**config.mk**
```make
export PLATFORM = sky130hd
export DESIGN_NAME = asid_tlb
export DESIGN_NICKNAME = d
export VERILOG_FILES = /design/src/rtl/atlb_pkg.sv /design/src/rtl/atlb_tag_match.sv /design/src/rtl/atlb_first_pick.sv /design/src/rtl/atlb_rr_ptr.sv /design/src/rtl/asid_tlb.sv
export SDC_FILE = /design/constraint.sdc
export NUM_CORES = 2
export LEC_CHECK = 0
export BUFFER_PORTS_ARGS = -buffer_cell sky130_fd_sc_hd__buf_2
export CORE_ASPECT_RATIO = 1.2
export CORE_MARGIN = 2
export CORE_UTILIZATION = 66
export CTS_CLUSTER_SIZE = 12
export DETAILED_ROUTE_END_ITERATION = 7
export HOLD_SLACK_MARGIN = 0.08
export PLACE_DENSITY_LB_ADDON = 0.25
export SLEW_MARGIN = 20
export SYNTH_ARGS = -nofsm -noshare
export SYNTH_HDL_FRONTEND = slang
export SYNTH_HIERARCHICAL = 1
export SYNTH_SLANG_ARGS = --single-unit
```
**constraint.sdc**
```tcl
create_clock -name clk -period 7.9 [get_ports clk]
set_input_delay 0.79 -clock clk [delete_from_list [all_inputs] [get_ports clk]]
set_output_delay 0.79 -clock clk [all_outputs]
set_load 0.05 [all_outputs]
```
**src/rtl/atlb_pkg.sv**
```systemverilog
`timescale 1ns/1ps
package atlb_pkg;

  typedef enum logic [1:0] {
    INV_ALL  = 2'd0,
    INV_ASID = 2'd1,
    INV_ADDR = 2'd2,
    INV_NONE = 2'd3
  } inv_op_e;

  localparam int MIN_SHIFT  = 12;
  localparam int SHIFT_STEP = 4;

  // Count of untranslated low address bits for a page size code.
  function automatic int page_shift(input logic [1:0] sz);
    return MIN_SHIFT + SHIFT_STEP * int'(sz);
  endfunction

endpackage

```
**src/rtl/atlb_tag_match.sv**
```systemverilog
`timescale 1ns/1ps
module atlb_tag_match
  import atlb_pkg::*;
#(
  parameter int VA_W   = 32,
  parameter int ASID_W = 8
) (
  input  logic              ent_valid,
  input  logic [VA_W-1:0]   ent_vtag,
  input  logic [1:0]        ent_size,
  input  logic              ent_global,
  input  logic [ASID_W-1:0] ent_asid,
  input  logic [VA_W-1:0]   probe_va,
  input  logic [ASID_W-1:0] probe_asid,
  input  logic              use_asid,
  output logic              match
);

  logic [VA_W-1:0] hi_mask;
  logic            addr_eq;
  logic            scope_ok;

  always_comb begin
    hi_mask  = {VA_W{1'b1}} << page_shift(ent_size);
    addr_eq  = ((ent_vtag ^ probe_va) & hi_mask) == '0;
    scope_ok = !use_asid || ent_global || (ent_asid == probe_asid);
    match    = ent_valid && addr_eq && scope_ok;
  end

endmodule

```
**src/rtl/atlb_first_pick.sv**
```systemverilog
`timescale 1ns/1ps
module atlb_first_pick #(
  parameter int N     = 16,
  parameter int IDX_W = $clog2(N)
) (
  input  logic [N-1:0]     req,
  output logic             any,
  output logic [IDX_W-1:0] idx
);

  // Lowest set bit wins: scan downward so lower indices overwrite.
  always_comb begin
    any = 1'b0;
    idx = '0;
    for (int i = N - 1; i >= 0; i--) begin
      if (req[i]) begin
        any = 1'b1;
        idx = IDX_W'(i);
      end
    end
  end

endmodule

```
**src/rtl/atlb_rr_ptr.sv**
```systemverilog
`timescale 1ns/1ps
module atlb_rr_ptr #(
  parameter int N     = 16,
  parameter int IDX_W = $clog2(N)
) (
  input  logic             clk,
  input  logic             rst_n,
  input  logic             alloc,
  output logic [IDX_W-1:0] ptr
);

  logic [IDX_W-1:0] ptr_q;
  logic [IDX_W-1:0] ptr_d;

  always_comb begin
    ptr_d = ptr_q;
    if (alloc) begin
      ptr_d = (ptr_q == IDX_W'(N - 1)) ? '0 : ptr_q + 1'b1;
    end
  end

  always_ff @(posedge clk or negedge rst_n) begin
    if (!rst_n) begin
      ptr_q <= '0;
    end else if (alloc) begin
      ptr_q <= ptr_d;
    end
  end

  assign ptr = ptr_q;

  AST_RR_HOLD: assert property (@(posedge clk) disable iff (!rst_n)
    !alloc |=> $stable(ptr_q));
  AST_RR_MOVE: assert property (@(posedge clk) disable iff (!rst_n)
    alloc |=> (ptr_q != $past(ptr_q)));

endmodule

```
**src/rtl/asid_tlb.sv**
```systemverilog
`timescale 1ns/1ps
module asid_tlb
  import atlb_pkg::*;
#(
  parameter int VA_W    = 32,
  parameter int PA_W    = 32,
  parameter int ASID_W  = 8,
  parameter int ENTRIES = 16,
  parameter int PERM_W  = 4,
  parameter int ATTR_W  = 5
) (
  input  logic              clk,
  input  logic              rst_n,
  input  logic              lk_req,
  input  logic [VA_W-1:0]   lk_vaddr,
  input  logic [ASID_W-1:0] lk_asid,
  output logic              lk_hit,
  output logic              lk_miss,
  output logic [PA_W-1:0]   lk_paddr,
  output logic [PERM_W-1:0] lk_perm,
  output logic [ATTR_W-1:0] lk_attr,
  input  logic              fill_en,
  input  logic [VA_W-1:0]   fill_vaddr,
  input  logic [PA_W-1:0]   fill_paddr,
  input  logic [1:0]        fill_size,
  input  logic              fill_global,
  input  logic [ASID_W-1:0] fill_asid,
  input  logic [PERM_W-1:0] fill_perm,
  input  logic [ATTR_W-1:0] fill_attr,
  input  logic              inv_en,
  input  logic [1:0]        inv_op,
  input  logic [ASID_W-1:0] inv_asid,
  input  logic [VA_W-1:0]   inv_vaddr
);

  localparam int IDX_W = $clog2(ENTRIES);

  // Reset: asserted asynchronously, released through two flops.
  logic rst_meta_q;
  logic rst_sync_n;

  always_ff @(posedge clk or negedge rst_n) begin
    if (!rst_n) begin
      rst_meta_q <= 1'b0;
      rst_sync_n <= 1'b0;
    end else begin
      rst_meta_q <= 1'b1;
      rst_sync_n <= rst_meta_q;
    end
  end

  // Entry storage: valid bits are reset, payload is not.
  logic [ENTRIES-1:0] valid_q;
  logic [ENTRIES-1:0] valid_d;
  logic [ENTRIES-1:0] glob_q;
  logic [VA_W-1:0]    vtag_q  [ENTRIES];
  logic [PA_W-1:0]    pbase_q [ENTRIES];
  logic [1:0]         size_q  [ENTRIES];
  logic [ASID_W-1:0]  asid_q  [ENTRIES];
  logic [PERM_W-1:0]  perm_q  [ENTRIES];
  logic [ATTR_W-1:0]  attr_q  [ENTRIES];

  logic [ENTRIES-1:0] lk_match;
  logic [ENTRIES-1:0] inv_cover;
  logic [ENTRIES-1:0] dup_vec;
  logic [ENTRIES-1:0] wr_vec;

  logic               lk_any;
  logic [IDX_W-1:0]   lk_idx;
  logic               dup_any;
  logic [IDX_W-1:0]   dup_idx;
  logic [IDX_W-1:0]   rr_ptr;
  logic [IDX_W-1:0]   fill_slot;
  logic               alloc;
  logic               upd_en;
  logic [VA_W-1:0]    fill_hi_mask;

  assign fill_hi_mask = {VA_W{1'b1}} << page_shift(fill_size);

  for (genvar g = 0; g < ENTRIES; g++) begin : g_ent
    atlb_tag_match #(.VA_W(VA_W), .ASID_W(ASID_W)) u_lk_cmp (
      .ent_valid  (valid_q[g]),
      .ent_vtag   (vtag_q[g]),
      .ent_size   (size_q[g]),
      .ent_global (glob_q[g]),
      .ent_asid   (asid_q[g]),
      .probe_va   (lk_vaddr),
      .probe_asid (lk_asid),
      .use_asid   (1'b1),
      .match      (lk_match[g])
    );

    atlb_tag_match #(.VA_W(VA_W), .ASID_W(ASID_W)) u_inv_cmp (
      .ent_valid  (valid_q[g]),
      .ent_vtag   (vtag_q[g]),
      .ent_size   (size_q[g]),
      .ent_global (glob_q[g]),
      .ent_asid   (asid_q[g]),
      .probe_va   (inv_vaddr),
      .probe_asid (inv_asid),
      .use_asid   (1'b0),
      .match      (inv_cover[g])
    );

    // Same mapping already present: same size, scope and masked page.
    assign dup_vec[g] = valid_q[g]
                      && (size_q[g] == fill_size)
                      && (glob_q[g] == fill_global)
                      && (fill_global || (asid_q[g] == fill_asid))
                      && (((vtag_q[g] ^ fill_vaddr) & fill_hi_mask) == '0);

    assign wr_vec[g] = fill_en && (fill_slot == IDX_W'(g));
  end

  atlb_first_pick #(.N(ENTRIES), .IDX_W(IDX_W)) u_lk_pick (
    .req (lk_match),
    .any (lk_any),
    .idx (lk_idx)
  );

  atlb_first_pick #(.N(ENTRIES), .IDX_W(IDX_W)) u_dup_pick (
    .req (dup_vec),
    .any (dup_any),
    .idx (dup_idx)
  );

  atlb_rr_ptr #(.N(ENTRIES), .IDX_W(IDX_W)) u_rr (
    .clk   (clk),
    .rst_n (rst_sync_n),
    .alloc (alloc),
    .ptr   (rr_ptr)
  );

  assign alloc     = fill_en && !dup_any;
  assign fill_slot = dup_any ? dup_idx : rr_ptr;
  assign upd_en    = fill_en || inv_en;

  // Next valid state: invalidate on old contents, then refill on top.
  always_comb begin
    valid_d = valid_q;
    if (inv_en) begin
      case (inv_op_e'(inv_op))
        INV_ALL: valid_d = '0;
        INV_ASID: begin
          for (int i = 0; i < ENTRIES; i++) begin
            if (!glob_q[i] && (asid_q[i] == inv_asid)) begin
              valid_d[i] = 1'b0;
            end
          end
        end
        INV_ADDR: valid_d = valid_q & ~inv_cover;
        default: valid_d = valid_q;
      endcase
    end
    valid_d = valid_d | wr_vec;
  end

  always_ff @(posedge clk or negedge rst_sync_n) begin
    if (!rst_sync_n) begin
      valid_q <= '0;
    end else if (upd_en) begin
      valid_q <= valid_d;
    end
  end

  always_ff @(posedge clk) begin
    for (int i = 0; i < ENTRIES; i++) begin
      if (wr_vec[i]) begin
        vtag_q[i]  <= fill_vaddr;
        pbase_q[i] <= fill_paddr;
        size_q[i]  <= fill_size;
        glob_q[i]  <= fill_global;
        asid_q[i]  <= fill_asid;
        perm_q[i]  <= fill_perm;
        attr_q[i]  <= fill_attr;
      end
    end
  end

  // Lookup result.
  logic [PA_W-1:0] pa_hi_mask;

  always_comb begin
    lk_hit     = lk_req && lk_any;
    lk_miss    = lk_req && !lk_any;
    pa_hi_mask = {PA_W{1'b1}} << page_shift(size_q[lk_idx]);
    lk_paddr   = '0;
    lk_perm    = '0;
    lk_attr    = '0;
    if (lk_hit) begin
      lk_paddr = (pbase_q[lk_idx] & pa_hi_mask) | (PA_W'(lk_vaddr) & ~pa_hi_mask);
      lk_perm  = perm_q[lk_idx];
      lk_attr  = attr_q[lk_idx];
    end
  end

  // Checks beside the logic they guard.
  AST_FILL_THEN_HIT: assert property (@(posedge clk) disable iff (!rst_sync_n)
    ($past(rst_sync_n) && $past(fill_en) && lk_req
     && (lk_vaddr == $past(fill_vaddr))
     && ($past(fill_global) || (lk_asid == $past(fill_asid)))) |-> lk_hit);
  AST_INV_ALL_EMPTIES: assert property (@(posedge clk) disable iff (!rst_sync_n)
    (inv_en && (inv_op == 2'd0) && !fill_en) |=> (valid_q == '0));
  AST_NO_SILENT_DROP: assert property (@(posedge clk) disable iff (!rst_sync_n)
    !inv_en |=> ((valid_q & $past(valid_q)) == $past(valid_q)));
  AST_UNIQUE_TAG: assert property (@(posedge clk) disable iff (!rst_sync_n)
    $onehot0(dup_vec));
  AST_MISS_ZERO: assert property (@(posedge clk) disable iff (!rst_sync_n)
    !lk_hit |-> ((lk_paddr == '0) && (lk_perm == '0) && (lk_attr == '0)));

endmodule

```
Yosys cells after proc, flatten, opt, wreduce, memory -nomap -nowiden

Memory sizes are Yosys's and may differ from the RTL's.
Index checks and enable logic that the tools add are counted.

Add/subtract/negate cells: 19
Equal/unequal tests: 98
Shifts and indexed selects: 18
Multiplexer cells: 389
Bitwise operators: 103
Reductions and logical operators: 338

Operator list:

| operator                                            | number |
|---|---|
| AND 32 bit                                          | 50 |
| zero test 32 bit                                    | 48 |
| bitwise XOR 32 bit                                  | 48 |
| two-way mux 32 bit                                  | 31 |
| OR reduction 32 bit                                 | 30 |
| two-way mux 4 bit                                   | 140 |
| left shift 32 x 32 -> 32 bit (first input constant) | 16 |
| equality test 8 bit                                 | 48 |
| two-way mux 1 bit                                   | 170 |
| logical AND 1 bit                                   | 147 |
| two-way mux 8 bit                                   | 15 |
| OR reduction 8 bit                                  | 15 |
| adder 4 x 4 -> 5 bit (first input constant)         | 18 |
| two-way mux 5 bit                                   | 16 |
| OR reduction 5 bit                                  | 15 |
| left shift 32 x 5 -> 32 bit (first input constant)  | 2 |
| OR reduction 4 bit                                  | 15 |
| case mux 16 bit (3 select lines)                    | 1 |
| equality test 4 bit (second input constant)         | 9 |
| logical OR 1 bit                                    | 33 |
| equality test 2 bit                                 | 16 |
| inverter 32 bit                                     | 1 |
| bitwise OR 32 bit                                   | 1 |
| two-way mux 2 bit                                   | 15 |
| other kinds (15)                                    | 65 |

Register bits after elaboration: 38
Bits in writable memories: 1328
Input bits: 171
Output and inout port bits: 43
Word-level logic and storage cells: 991
Memories kept: 6

Memories:

| name    | depth | bits a word | read ports | clocked after memory_dff | wr ports | RTL line       | source |
|---|---|---|---|---|---|---|---|
| pbase_q | 16    | 32          | 1          | 0                        | 1        | asid_tlb.sv:57 | `logic [PA_W-1:0] pbase_q [ENTRIES];` |
| vtag_q  | 16    | 32          | 16         | 0                        | 1        | asid_tlb.sv:56 | `logic [VA_W-1:0] vtag_q [ENTRIES];` |
| asid_q  | 16    | 8           | 16         | 0                        | 1        | asid_tlb.sv:59 | `logic [ASID_W-1:0] asid_q [ENTRIES];` |
| attr_q  | 16    | 5           | 1          | 0                        | 1        | asid_tlb.sv:61 | `logic [ATTR_W-1:0] attr_q [ENTRIES];` |
| perm_q  | 16    | 4           | 1          | 0                        | 1        | asid_tlb.sv:60 | `logic [PERM_W-1:0] perm_q [ENTRIES];` |
| size_q  | 16    | 2           | 17         | 0                        | 1        | asid_tlb.sv:58 | `logic [1:0] size_q [ENTRIES];` |

Depth between registers and ports, before layout

An unclocked memory read counts as a cell.

Depth in word-level cells: 43
Gate-level depth with buffers: 19
Gate-level depth less buffers: 15

Modules after synthesis

Netlist, hierarchy kept.

Modules (own cells, without submodules):

| module          | instances | cells an instance | area an instance (µm²) | sequential area each (µm²) |
|---|---|---|---|---|
| asid_tlb        | 1         | 2736              | 48780.5                | 35043.6 |
| atlb_tag_match  | 32        | 59                | 499.2                  | 0.0 |
| atlb_first_pick | 2         | 33                | 178.9                  | 0.0 |
| atlb_rr_ptr     | 1         | 15                | 187.7                  | 100.1 |

Least setup slack after synthesis

OpenSTA, ideal clock, no wires.

Path type: input-to-reg
Start point: input port fill_size[1]
End point: memory asid_q[8][0], in the netlist asid_q[1][0], enable pin
Setup time: 0.504 ns
Arrival time: 7.290 ns
Data required time: 7.396 ns
Path slack: 0.105 ns
Stages on the path: 18
Path buffers: 5
Path through: clkbuf_1 -> buf_2 -> inv_1 -> ha_1 -> clkbuf_1 -> nor2_1 -> clkbuf_1 -> o22ai_1 -> or4_1 -> a221oi_1 -> nor4_2 -> and3_1 -> nand4_1 -> clkbuf_1 -> nand2b_1 -> o32ai_1 -> nand2_1 -> nor2_1

Elaborated cells on any way between the ends: 256
Those cells by class: 1 x add/sub; 31 x eq/ne; 1 x shift; 95 x mux; 16 x bitwise; 112 x reduce/logical

RTL lines:

| element                                                                                      | RTL line                         | source |
|---|---|---|
| start, declared                                                                              | asid_tlb.sv:25                   | `input logic [1:0] fill_size,` |
| adder 4 x 4 -> 5 bit / equality test 2 bit (equally long branches)                           | atlb_pkg.sv:16, asid_tlb.sv:107  |  |
| left shift 32 x 5 -> 32 bit / logical AND 1 bit (equally long branches)                      | asid_tlb.sv:78, asid_tlb.sv:107  |  |
| AND 32 bit / logical AND 1 bit (equally long branches)                                       | asid_tlb.sv:110, asid_tlb.sv:108 |  |
| zero test 32 bit / logical AND 1 bit (equally long branches)                                 | asid_tlb.sv:110, asid_tlb.sv:109 |  |
| logical AND 1 bit *                                                                          | asid_tlb.sv:110                  | `&& (((vtag_q[g] ^ fill_vaddr) & fill_hi_mask) == '0);` |
| named net dup_vec[9]                                                                         | asid_tlb.sv:65                   | `logic [ENTRIES-1:0] dup_vec;` |
| two-way mux 1 bit * (10 in series)                                                           | atlb_first_pick.sv:16            | `if (req[i]) begin` |
| named net dup_any                                                                            | asid_tlb.sv:70                   | `logic dup_any;` |
| two-way mux 4 bit *                                                                          | asid_tlb.sv:135                  | `assign fill_slot = dup_any ? dup_idx : rr_ptr;` |
| equality test 4 bit *                                                                        | asid_tlb.sv:112                  | `assign wr_vec[g] = fill_en && (fill_slot == IDX_W'(g));` |
| logical AND 1 bit *                                                                          | asid_tlb.sv:112                  |  |
| named net wr_vec[8]                                                                          | asid_tlb.sv:66                   | `logic [ENTRIES-1:0] wr_vec;` |
| two-way mux 1 bit *                                                                          | asid_tlb.sv:168                  | `if (wr_vec[i]) begin` |
| two-way mux 1 bit (implied by the code) *                                                    | asid_tlb.sv:173                  | `asid_q[i] <= fill_asid;` |
| OR reduction 8 bit (no source line)                                                          | -                                |  |
| two-way mux 4 bit (no source line) / two-way mux 1 bit (equally long branches) (8 in series) | -                                |  |
| end, declared                                                                                | asid_tlb.sv:59                   |  |

Mark *: on every way through the listed nets, which the timed path passes. The rest lies on a longest branch.

Worst setup path after layout

Start point: input port lk_vaddr[29]
End point: output port lk_paddr[20]

Elaborated cells on any way between the ends: 122
Those cells by class: 1 x add/sub; 1 x shift; 33 x mux; 36 x bitwise; 49 x reduce/logical; 2 x memory

RTL lines:

| element                           | RTL line              | source |
|---|---|---|
| start, declared                   | asid_tlb.sv:15        | `input logic [VA_W-1:0] lk_vaddr,` |
| bitwise XOR 32 bit *              | atlb_tag_match.sv:25  | `addr_eq = ((ent_vtag ^ probe_va) & hi_mask) == '0;` |
| AND 32 bit *                      | atlb_tag_match.sv:25  |  |
| zero test 32 bit *                | atlb_tag_match.sv:25  |  |
| logical AND 1 bit * (2 in series) | atlb_tag_match.sv:27  | `match = ent_valid && addr_eq && scope_ok;` |
| named net lk_match[6]             | asid_tlb.sv:63        | `logic [ENTRIES-1:0] lk_match;` |
| two-way mux 4 bit * (7 in series) | atlb_first_pick.sv:16 |  |
| named net lk_idx[2]               | asid_tlb.sv:69        | `logic [IDX_W-1:0] lk_idx;` |
| memory (16 x 2 bit)               | -                     |  |
| adder 4 x 4 -> 5 bit              | atlb_pkg.sv:16        | `return MIN_SHIFT + SHIFT_STEP * int'(sz);` |
| left shift 32 x 5 -> 32 bit       | asid_tlb.sv:186       | `pa_hi_mask = {PA_W{1'b1}} << page_shift(size_q[lk_idx]);` |
| inverter 32 bit                   | asid_tlb.sv:191       | `lk_paddr = (pbase_q[lk_idx] & pa_hi_mask) \| (PA_W'(lk_vaddr) & ~pa_hi_mask);` |
| AND 32 bit                        | asid_tlb.sv:191       |  |
| bitwise OR 32 bit *               | asid_tlb.sv:191       |  |
| two-way mux 32 bit *              | asid_tlb.sv:190       | `if (lk_hit) begin` |
| end, declared                     | asid_tlb.sv:19        | `output logic [PA_W-1:0] lk_paddr,` |

Marks and branches as above.

==> impl_metrics.ini <==
[floorplan]
core_mm2 = 0.09526
rows = 124
ios = 214
start_util_pct = 66.53
die-height_um = 343.5
dieArea_mm2 = 0.09854
die_x_um = 286.9

[clock_network]
cts-resized-gates = 0
cts_max_path_buffers = 3
cts_tree = done
path_clk_slew_ps = 60
cts_buffers = 111
clk_latency_ps = 740
cts-root-buf = clkbuf_16
cts_sinks = 1110
cts.htree.levels = 3

[critical_path]
slowest_delay_ps = 930
reg2reg_from = vtag_q[1][50]$_DFFE_PP_
cp_num_buf_inv = 2
critPathSlowestCell = nor4_1
cp_top_family = simple AND/OR/NAND/NOR gates
cp-start-kind = primary input
ff2ff_path_depth = 13
crit_type = primary input to output port
end_kind = output port
critPathRequiredTime_ps = 7110
path_cells = buf_2 -> xnor2_1 -> nand4_1 -> nor4_1 -> nand4_1 -> a211oi_2 -> nor4_2 -> a21oi_4 -> mux4_2 -> mux2i_2 -> nor3_1 -> or3_1 -> a21oi_1 -> buf_2
critPathMaxFanout = 16
reg2reg_to = pbase_q[0][30]$_DFFE_PP_
ff2ff_setup_slack_ps = 2350
arrival_ps = 6450

[pwr]
p_sw_uw = 4334
p_leak_uw = 0.02297
pwr-share-seq_pct = 49.7
p_comb_share_pct = 16.7
total_power_uw = 15050
swShare_pct = 28.79
p_clk_share_pct = 33.6
internal-power_uw = 10720
ir_drop_uv = 358.2
powerDensity_mw_per_mm2 = 214.6

[placement]
post-dp-hpwl_um = 135800
port_buffers = 193
post-place-ws_ps = 1101
place_congestion = 1.016

[grt]
grt_pass1_vias = 43010
overflow = 0
grt_pass1_wl_um = 302700
grtUsageTotal_pct = 43.41
grt_util_met2_pct = 66.35
grt_use_met1_pct = 52.70
grt.met3_usage_pct = 10.62
top_usage_layer = met2
grt_max_degree = 70
antenna_found_initial = 23

[sta]
whs_ps = 361.8
rsz0062_at_grt = false
final.setup.worst_slack_ps = 663.8
setup_violations = 0
relSlewSlack_pct = -45.00
skew_ps = 46.73
worst-slew-pin-transition_ps = 2152
hold_violations = 0
fmax_mhz = 138.2
report.final.slew_viol_count = 4
setup-tns-final_ps = 0
fin_crit_sh_pct = 91.60
post-route-min-period_ps = 7236

[hold_path]
min_from = rst_meta_q$_DFF_PN0_
hold_path_depth = 0
hold-path-endpoint = rst_sync_n$_DFF_PN0_
hold_path_class = register to register

[routing]
drc = 5
vias_per_cell = 6.861
avgRoutedWirePerCell_um = 33.83
first_pass_iters = 8
ant_nets = 0
routed_wl_um = 213700
drt_iter0_markers = 5975
num_vias = 43330

[flow_run]
maxCapViolations = 0

[synthesis]
syn-cell-area_mm2 = 0.06338
yosysWarnings = 6
synthCells = 4641
avgSynthCellArea_um2 = 13.66

[cells_and_area]
n_fill_cell = 6084
drive_gt1_share_pct = 14.84
layout.nets = 5268
area_growth_pct = 10.69

[status]
violations = DRC, slew limit
outcome = complete, but fails checks
[layout by cell type, fill, tap and decap left out, types with 67 or more instances in the layout]
| cell | instances |
|---|---|
| ha_1 | 132 |
| mux4_2 | 145 |
| edfxtp_1 | 1088 |
| nor4_1 | 93 |
| xor2_1 | 755 |
| xnor2_1 | 1122 |
| nand4_1 | 257 |
| o21ai_0 | 90 |
| o41ai_2 | 67 |
| buf_4 | 119 |
| buf_2 | 193 |
| inv_1 | 98 |
| nand2_1 | 98 |
| clkbuf_16 | 111 |
[layout make-up]
type | count | area [µm²] | share of cell area (%)
flip-flops and latches | 1110 | 33220 | 47.36
multi-input cells | 3313 | 29400 | 41.90
clock buffers | 160 | 3022 | 4.307
repair buffers | 329 | 2190 | 3.121
well taps | 1260 | 1577 | 2.247
inverters | 100 | 375.4 | 0.5350
clock inverters | 34 | 349.1 | 0.4976
diodes | 10 | 25.02 | 0.03567
[worst max-delay path by stage]
stage | slack [ps] | end | cells after the start | from
floorplan | 280 | asid_q[1][0]$_DFFE_PP_ | 18 | fill_size[1]
global placement | 1120 | lk_paddr[20] | 16 | lk_asid[7]
detailed placement | 1100 | lk_paddr[16] | 17 | lk_vaddr[18]
CTS | 990 | lk_paddr[22] | 18 | lk_vaddr[18]
global route | 670 | lk_paddr[22] | 15 | lk_vaddr[28]
finish | 660 | lk_paddr[20] | 14 | lk_vaddr[29]
[metrics by stage]
stage	instance area [µm²]	std cells	util [%]
final	70160	6316	73.65
after detailed placement	66730	6111	70.04
after floorplan	63500	4672	-
after CTS	70110	6306	73.59
after global routing	70140	6309	73.63
after global placement	66720	6111	70.04
[metal layers]
metal	up-vias	wire length, µm	share of wire [%]
met5	-	178	0.083
met4	28	21000	9.8
met1	21350	71220	33
met3	883	25170	12
met2	3298	96080	45
li1	17780	-	-
[repair_timing]
item | 4_1_cts | 5_1_grt
endpoints found under the hold margin | 2 | 0
hold buffers | 1 | 0
endpoints found under the setup margin | 0 | 0
buffers inserted | 0 | 0
[sequential cells by signal, summed over array words and instances (netlist names)]
name and count:
asid_q 128, vtag_q 448, pbase_q 320, glob_q 16, rst_meta_q 1, perm_q 64
valid_q 16, attr_q 80, u_rr/ptr 4, rst_sync_n 1, size_q 32
[power groups by stage]
stage	logic [µW]	registers [µW]	clock network (µW)
floorplan	1460	7490	0
CTS	2430	7470	5050
detailed placement	2400	7570	0
global placement	2340	7540	0
global route	2630	7510	5270
finish	2510	7490	5060
(Power assumes the default switching activity.)
